<file path="config.mk">
export PLATFORM = sky130hd
export DESIGN_NAME = atomic_ops_unit
export DESIGN_NICKNAME = d
export VERILOG_FILES = /design/src/rtl/aou_pkg.sv /design/src/rtl/aou_arb.sv /design/src/rtl/aou_resv.sv /design/src/rtl/aou_mem.sv /design/src/rtl/aou_resp.sv /design/src/rtl/atomic_ops_unit.sv
export SDC_FILE = /design/constraint.sdc
export NUM_CORES = 2
export LEC_CHECK = 0
export BUFFER_PORTS_ARGS = -buffer_cell sky130_fd_sc_hd__buf_4
export CELL_PAD_IN_SITES_DETAIL_PLACEMENT = 1
export CELL_PAD_IN_SITES_GLOBAL_PLACEMENT = 1
export CORE_ASPECT_RATIO = 2
export CORE_UTILIZATION = 55
export CTS_BUF_LIST = sky130_fd_sc_hd__clkbuf_2 sky130_fd_sc_hd__clkbuf_4 sky130_fd_sc_hd__clkbuf_8
export CTS_CLUSTER_DIAMETER = 60
export DETAILED_ROUTE_END_ITERATION = 10
export HOLD_SLACK_MARGIN = 0.06
export PLACE_DENSITY_LB_ADDON = 0.1
export SETUP_SLACK_MARGIN = 0.05
export SLEW_MARGIN = 30
export SYNTH_ARGS = -nofsm -noshare
export SYNTH_HDL_FRONTEND = slang
export SYNTH_SLANG_ARGS = --single-unit
</file>
<file path="constraint.sdc">
create_clock -name clk -period 4.6 [get_ports clk]
set_input_delay 0.46 -clock clk [delete_from_list [all_inputs] [get_ports clk]]
set_output_delay 0.46 -clock clk [all_outputs]
set_load 0.005 [all_outputs]
</file>
<file path="src/rtl/aou_pkg.sv">
package aou_pkg;
  typedef enum logic [1:0] {
    SEL_ADDR = 2'b00,
    SEL_DATA = 2'b01,
    SEL_STAT = 2'b10,
    SEL_NONE = 2'b11
  } sel_e;

  typedef enum logic [1:0] {
    RSP_ZERO = 2'b00,
    RSP_MEM  = 2'b01,
    RSP_STAT = 2'b10
  } rsp_e;
endpackage

</file>
<file path="src/rtl/aou_arb.sv">
module aou_arb #(
  parameter int NP = 2
) (
  input  logic [NP-1:0] want,
  output logic [NP-1:0] gnt,
  output logic [NP-1:0] ready
);
  logic taken;

  always_comb begin
    taken = 1'b0;
    gnt   = '0;
    for (int p = 0; p < NP; p++) begin
      gnt[p] = want[p] && !taken;
      taken  = taken || want[p];
    end
    ready = ~want | gnt;
  end
endmodule

</file>
<file path="src/rtl/aou_resv.sv">
module aou_resv #(
  parameter int AW = 6
) (
  input  logic          clk,
  input  logic          rst_n,
  input  logic          set_en,
  input  logic [AW-1:0] set_addr,
  input  logic          clr_en,
  input  logic          snoop_wr,
  input  logic [AW-1:0] snoop_addr,
  output logic          vld,
  output logic [AW-1:0] addr
);
  logic          vld_q, vld_d;
  logic [AW-1:0] addr_q, addr_d;
  logic          kill;

  assign kill = snoop_wr && vld_q && (snoop_addr == addr_q);

  always_comb begin
    vld_d  = vld_q;
    addr_d = addr_q;
    if (clr_en || kill) vld_d = 1'b0;
    // a new sequence overrides any clear arriving on the same edge
    if (set_en) begin
      vld_d  = 1'b1;
      addr_d = set_addr;
    end
  end

  always_ff @(posedge clk or negedge rst_n) begin
    if (!rst_n) begin
      vld_q  <= 1'b0;
      addr_q <= '0;
    end else begin
      vld_q <= vld_d;
      if (set_en) addr_q <= addr_d;
    end
  end

  assign vld  = vld_q;
  assign addr = addr_q;
endmodule

</file>
<file path="src/rtl/aou_mem.sv">
module aou_mem #(
  parameter int DW = 32,
  parameter int AW = 6
) (
  input  logic          clk,
  input  logic          en,
  input  logic          we,
  input  logic [AW-1:0] addr,
  input  logic [DW-1:0] wdata,
  output logic [DW-1:0] rdata
);
  localparam int DEPTH = 1 << AW;

  logic [DW-1:0] store [DEPTH];
  logic [DW-1:0] rdata_q;

  always_ff @(posedge clk) begin
    if (en) begin
      if (we) store[addr] <= wdata;
      else    rdata_q     <= store[addr];
    end
  end

  assign rdata = rdata_q;
endmodule

</file>
<file path="src/rtl/aou_resp.sv">
module aou_resp
  import aou_pkg::*;
#(
  parameter int DW = 32
) (
  input  logic          clk,
  input  logic          rst_n,
  input  logic          rd_acc,
  input  logic [1:0]    sel,
  input  logic          stat_fail,
  input  logic [DW-1:0] mem_rdata,
  output logic          rvalid,
  output logic [DW-1:0] rdata
);
  logic rvalid_q;
  rsp_e kind_q, kind_d;
  logic stat_q;

  always_comb begin
    case (sel)
      SEL_DATA: kind_d = RSP_MEM;
      SEL_STAT: kind_d = RSP_STAT;
      default:  kind_d = RSP_ZERO;
    endcase
  end

  always_ff @(posedge clk or negedge rst_n) begin
    if (!rst_n) begin
      rvalid_q <= 1'b0;
      kind_q   <= RSP_ZERO;
      stat_q   <= 1'b0;
    end else begin
      rvalid_q <= rd_acc;
      if (rd_acc) begin
        kind_q <= kind_d;
        stat_q <= stat_fail;
      end
    end
  end

  always_comb begin
    rdata = '0;
    if (rvalid_q) begin
      case (kind_q)
        RSP_MEM:  rdata = mem_rdata;
        RSP_STAT: rdata = {{(DW-1){1'b0}}, stat_q};
        default:  rdata = '0;
      endcase
    end
  end

  assign rvalid = rvalid_q;
endmodule

</file>
<file path="src/rtl/atomic_ops_unit.sv">
module atomic_ops_unit
  import aou_pkg::*;
#(
  parameter int DW = 32,
  parameter int AW = 6
) (
  input  logic          clk,
  input  logic          rst_n,
  input  logic          p0_req,
  input  logic          p0_we,
  input  logic [1:0]    p0_sel,
  input  logic [DW-1:0] p0_wdata,
  output logic          p0_ready,
  output logic          p0_rvalid,
  output logic [DW-1:0] p0_rdata,
  input  logic          p1_req,
  input  logic          p1_we,
  input  logic [1:0]    p1_sel,
  input  logic [DW-1:0] p1_wdata,
  output logic          p1_ready,
  output logic          p1_rvalid,
  output logic [DW-1:0] p1_rdata
);
  localparam int NP = 2;

  logic [NP-1:0] req_v, we_v, ready_v, rvalid_v;
  logic [1:0]    sel_v   [NP];
  logic [DW-1:0] wdata_v [NP];
  logic [DW-1:0] rdata_v [NP];

  assign req_v    = {p1_req, p0_req};
  assign we_v     = {p1_we, p0_we};
  assign sel_v[0] = p0_sel;
  assign sel_v[1] = p1_sel;
  assign wdata_v[0] = p0_wdata;
  assign wdata_v[1] = p1_wdata;
  assign p0_ready  = ready_v[0];
  assign p1_ready  = ready_v[1];
  assign p0_rvalid = rvalid_v[0];
  assign p1_rvalid = rvalid_v[1];
  assign p0_rdata  = rdata_v[0];
  assign p1_rdata  = rdata_v[1];

  logic [NP-1:0] want_mem, acc, addr_wr, stat_rd, rd_acc, snoop_wr;
  logic [NP-1:0] rv_vld;
  logic [AW-1:0] rv_addr [NP];
  logic [AW-1:0] rv_addr0, rv_addr1;
  logic [NP-1:0] mem_gnt;
  logic          mem_en, mem_we;
  logic [AW-1:0] mem_addr;
  logic [DW-1:0] mem_wdata, mem_rdata;

  aou_arb #(.NP(NP)) u_arb (
    .want  (want_mem),
    .gnt   (mem_gnt),
    .ready (ready_v)
  );

  generate
    for (genvar gp = 0; gp < NP; gp++) begin : g_port
      assign want_mem[gp] = req_v[gp] && (sel_v[gp] == SEL_DATA);
      assign acc[gp]      = req_v[gp] && ready_v[gp];
      assign addr_wr[gp]  = acc[gp] && we_v[gp] && (sel_v[gp] == SEL_ADDR);
      assign stat_rd[gp]  = acc[gp] && !we_v[gp] && (sel_v[gp] == SEL_STAT);
      assign rd_acc[gp]   = acc[gp] && !we_v[gp];
      assign snoop_wr[gp] = mem_we && !mem_gnt[gp];

      aou_resv #(.AW(AW)) u_resv (
        .clk        (clk),
        .rst_n      (rst_n),
        .set_en     (addr_wr[gp]),
        .set_addr   (wdata_v[gp][AW-1:0]),
        .clr_en     (stat_rd[gp]),
        .snoop_wr   (snoop_wr[gp]),
        .snoop_addr (mem_addr),
        .vld        (rv_vld[gp]),
        .addr       (rv_addr[gp])
      );

      aou_resp #(.DW(DW)) u_resp (
        .clk       (clk),
        .rst_n     (rst_n),
        .rd_acc    (rd_acc[gp]),
        .sel       (sel_v[gp]),
        .stat_fail (!rv_vld[gp]),
        .mem_rdata (mem_rdata),
        .rvalid    (rvalid_v[gp]),
        .rdata     (rdata_v[gp])
      );
    end
  endgenerate

  assign rv_addr0 = rv_addr[0];
  assign rv_addr1 = rv_addr[1];

  always_comb begin
    mem_addr  = '0;
    mem_wdata = '0;
    mem_we    = 1'b0;
    for (int p = 0; p < NP; p++) begin
      if (mem_gnt[p]) begin
        mem_addr  = rv_addr[p];
        mem_wdata = wdata_v[p];
        mem_we    = we_v[p] && rv_vld[p];
      end
    end
  end

  assign mem_en = |mem_gnt;

  aou_mem #(.DW(DW), .AW(AW)) u_mem (
    .clk   (clk),
    .en    (mem_en),
    .we    (mem_we),
    .addr  (mem_addr),
    .wdata (mem_wdata),
    .rdata (mem_rdata)
  );
endmodule

</file>
; ---- Word level (Yosys, flattened, before mapping)
; Memory sizes are Yosys's and may differ from the RTL's. A register that Yosys moved wholly into a read port is not among the register bits.
; Index checks and enable logic that the tools add are counted.
[word_totals]
n_memories = 1
in_bits = 74
ramBits = 2048
regBits = 22
[op_classes]
n_reduce_logical = 35
eq_ne = 10
mux = 19
bitwise = 3
[mem_list]
columns = name, depth, word_bits, rd, rd_ports_with_merged_regs, write_ports, line_no
row1 = u_mem.store, 64, 32, 1, 1, 1, aou_mem.sv:14  ; logic [DW-1:0] store [DEPTH];
[ops]
columns = operator, n
row1 = $mux 32, 4
row2 = $pmux 32 s2, 2
row3 = $logic_and 1x1->1, 21
row4 = $eq 6x6->1, 2
row5 = $mux 6, 2
row6 = $mux 1, 9
row7 = $eq 2x1->1 const B, 4
row8 = $eq 2x2->1 const B, 4
row9 = $pmux 2 s2, 2
row10 = $logic_not 1->1, 6
row11 = $logic_not 2->1, 2
row12 = $reduce_bool 2->1, 2
row13 = $logic_or 1x1->1, 2
row14 = $not 2->2, 1
row15 = $or 2x2->2, 1
row16 = $reduce_and 2->1, 1
row17 = $reduce_or 2->1, 1
row18 = $not 1->1, 1

; ---- Depth between registers and ports, before layout
[logic_depth]
word_depth = 11
depth_mapped = 11
ltp_nobuf = 7

; ---- By module
; From an unflattened synthesis, not the netlist that was laid out.
[hier_totals]
cells_unflattened = 4667
area_unflattened_um2 = 80648.6
[by_module_without_submodules]
columns = mod, instances, area_each_um2, cells_per_inst
row1 = aou_mem, 1, 78496.5, 4436
row2 = aou_resp, 2, 444.2, 52
row3 = aou_resv, 2, 330.3, 26
row4 = atomic_ops_unit, 1, 566.8, 70
row5 = aou_arb, 1, 36.3, 5

; ---- Worst setup path after synthesis
; OpenSTA, ideal clock, no wires.
[synth_path]
path_type = input-to-reg
from = in p0_req
to = reg u_mem.rdata_q[0] (netlist: u_mem.rdata[0]), read port of u_mem.store (enable)
cell_stages = 6
setup_time_ns = 0.470
n_path_buf = 2
arrival_time_ns = 3.923
path_slack_ns = 0.207
t_required_ns = 4.130
cell_sequence = and3b_1 buf_4 clkbuf_1 and3_1 a31oi_1 a21boi_0
[synth_between]
elab_chain_cells = 6
[synth_rtl]
columns = element, line_no
row1 = start: declaration, atomic_ops_unit.sv:9  ; input logic p0_req,
row2 = $logic_and 1x1->1 (*), atomic_ops_unit.sv:61  ; assign want_mem[gp] = req_v[gp] && (sel_v[gp] == SEL_DATA);
row3 = $logic_not 1->1, aou_arb.sv:14  ; gnt[p] = want[p] && !taken;
row4 = $logic_and 1x1->1, aou_arb.sv:14
row5 = $mux 1, atomic_ops_unit.sv:101  ; if (mem_gnt[p]) begin
row6 = $not 1->1 (no source line), --
row7 = $reduce_and 2->1 (no source line), --
row8 = end: declaration, aou_mem.sv:15  ; logic [DW-1:0] rdata_q;
; Every way passes the cells marked *; elsewhere a longest branch is shown, timed or not.
; A chain may end at the register's enable or synchronous reset.

; ---- Worst setup path in the final report
[layout_path]
from = reg g_port[1].u_resv.addr_q[1]
to = reg u_mem.rdata_q[8] (netlist: u_mem.rdata[8]), read port of u_mem.store (data pin)
[layout_between]
elab_chain_cells = 1
[layout_rtl]
columns = element, line_no
row1 = start: declaration, aou_resv.sv:15  ; logic [AW-1:0] addr_q, addr_d;
row2 = start signal: assignment, aou_resv.sv:37  ; if (set_en) addr_q <= addr_d;
row3 = $mux 6, atomic_ops_unit.sv:101
; No other way between the ends.

==> metrics.cfg <==
[global_routing]
grt_start_max_net_pins=76
grt-ovfl-total=0
grt_pass1_vias=50191
grt_antenna_before_repair=33
grt_pass1_wl_um=360000
grt.total_usage=0.342

[drt]
dr.pass1.iters=9
vias=47209
ant_nets=0
drc=70
drtIter0Drc=4456
wl_per_cell_um=35.5
vias_per_cell=6.51
wl_um=258000

[timing]
relSlewSlack=0.337
tns_ps=0
layout_setup_ws_ps=647
hold_violations=0
skew_ps=73.0
fin_crit_sh=0.859
tightest_slew_ps=995
whs_ps=127
setup_violations=0
finalWorstPathRequiredPeriod_ps=3950
drv_slew=0
rsz0062_at_grt=no
fmax_mhz=253

[critical_path]
critical_path.reg2reg.endpoint=u_mem.rdata[8]
reg2reg_slack_ps=650
criticalPathCategory=reg2reg
critPathArrivalTime_ps=4580
end_kind=register
rr_worst_depth=9
cp_max_fo=46
startpoint_type=register
required_ps=5230
r2r-start=g_port[1].u_resv.addr[1]

[yosys]
yosysMostFrequentCell=edfxtp_1
synth_cell_types=48
syn_area_per_cell_sq_um=17.6
ys_top_cells_by_count=edfxtp_1 (2080), mux2i_1 (1024), o22ai_1 (642), nor2_1 (329), buf_2 (165)
synth_edf_count=2080
yosys-top-cells-area=edfxtp_1 (77%), mux2i_1 (13%), o22ai_1 (4.9%), nor2_1 (1.5%), buf_2 (1.0%)
syn-num-nets=4718
ys_warn_count=0
netlist.area_leader.share=0.765
ys_async_sr_fraction=0.0105
synth_area_leader_cell=edfxtp_1
synth-seq-cells=2102
synth-seq-area-share=0.772
netlist_area_sq_um=81600
ys.flop_type=edfxtp_1
syn_inst=4640

[floorplan]
fp-row-count=199
fp.dieW_um=274
io_pins=142
die-height_um=547
start_util=0.555
dieArea_sq_um=150000
core-area_sq_um=147000

[clocking]
postCtsSetupBuffers=0
cts_buffer_depth=4
clockRootBuffer=clkbuf_8
clkTransAtPathRegs_ps=70
h-tree-depth=5
clock_sinks=2102
cts-resized-gates=0
clock_latency_ps=930
cts_buffers=293
cts_hold_buf=33
cts_tree=done

[layout]
finish.instance_area_sq_um=93600
drive_above_1_share=0.186
layout.nets=5163
instances_no_fill=7248
syn_to_final_growth_pct=14.7

[hold_path]
hold_class=in2reg
hold-path-endpoint=g_port[1].u_resv.vld
whs_path_depth=4
hold_start=p1_sel[0]

[power_and_ir_drop]
irDropWorstVdd_mv=0.329
leakagePower_nw=37.1
power_density_nw_per_um2=411

[place]
placed_area_sq_um=87600
hpwlAfterDp_um=158000
io_buffers=140
dp_cells=6666
dp_slack_ps=392
globalplace.congestion=0.907

[flow_run]
cap_violations=0

[outcome]
violations=design-rule violations
outcome=finished with violations

## area by class of cell
class                           count  area, sq um
Sequential cell                  2102        63000
Fill cell                       12613        53500
Multi-Input combinational cell   2234        17900
Clock buffer                      382         4750
Timing Repair Buffer              443         4620
Tap cell                         1909         2390
Clock inverter                    126          790
Antenna cell                       41          103
Inverter                           11         41.3
## power by group
group / internal, mW / switching [mW] / leakage, nW
clock network: 7.17 / 7.06 / 2.93
logic: 1.03 / 1.99 / 14.8
registers: 21.1 / 0.150 / 19.4
total: 29.3 / 9.20 / 37.1
## registers in the layout (all words and copies together) (netlist names)
signal	count
u_mem.store	2048
u_mem.rdata	32
g_port.u_resv.addr	12
g_port.u_resp.stat_q	2
g_port.u_resv.vld	2
g_port.u_resp.kind_q	4
g_port.u_resp.rvalid	2
## per-layer routing
layer,track usage,vias up,share of wire
met4,0.222,20,0.070
li1,-,19580,-
met5,0,-,0.00048
met2,0.592,2254,0.51
met3,0.0638,674,0.070
met1,0.384,24681,0.35
## stage by stage
step | power [mW] | utilization
floorplan | 23.2 | -
detailed placement | 24.6 | 0.595
CTS | 38.6 | 0.635
finish | 38.5 | 0.636
global placement | 24.5 | 0.594
global route | 39.4 | 0.636
## layout by cell type (no fill, tap or decap), types with 5 or more instances in the layout
cell type / count
or4_1: 32
nand2_2: 8
o21ai_0: 16
or3_1: 7
buf_4: 313
clkinvlp_4: 5
dlygate4sd3_1: 32
a22o_4: 8
edfxtp_1: 2080
buf_12: 94
clkbuf_4: 81
bufinv_16: 7
and3_1: 63
inv_1: 11
clkinv_2: 33
nor2_1: 264
dfrtp_1: 22
mux2i_1: 1024
clkinv_1: 71
inv_6: 5
mux2_2: 7
nor2_4: 65
o22ai_2: 11
nand2_1: 15
a22o_2: 24
o22ai_1: 631
clkbuf_8: 301
diode_2: 41
## worst max-delay path by stage
stage,from,slack (ps),cells past startpoint,to
global placement,p0_sel[1],260,11,u_mem.rdata[13]
CTS,g_port[1].u_resv.addr[1],680,9,u_mem.rdata[8]
global route,g_port[1].u_resv.addr[1],620,9,u_mem.rdata[8]
floorplan,p0_req,210,6,u_mem.rdata[0]
detailed placement,p0_sel[1],390,11,u_mem.rdata[13]
finish,g_port[1].u_resv.addr[1],650,9,u_mem.rdata[8]
## critical path: stages, from the launching register on
cell	delay, ps
dfrtp_1	580
o21ai_0	230
a21oi_4	710
buf_12	360
buf_4	230
buf_4	150
o22ai_1	80
nor2_1	390
o22ai_1	330
or4_1	550
## logic make-up after synthesis
family,count (synthesis),share of synthesized area
compound gates,713,0.0561
xor+xnor,2,0.000215
fa+ha+maj,4,0.000613
buf+inv,304,0.0176
flops,2102,0.772
mux,1031,0.127
other cells,1,0.0000459
simple gates,483,0.0271
(Power assumes the default switching activity.)
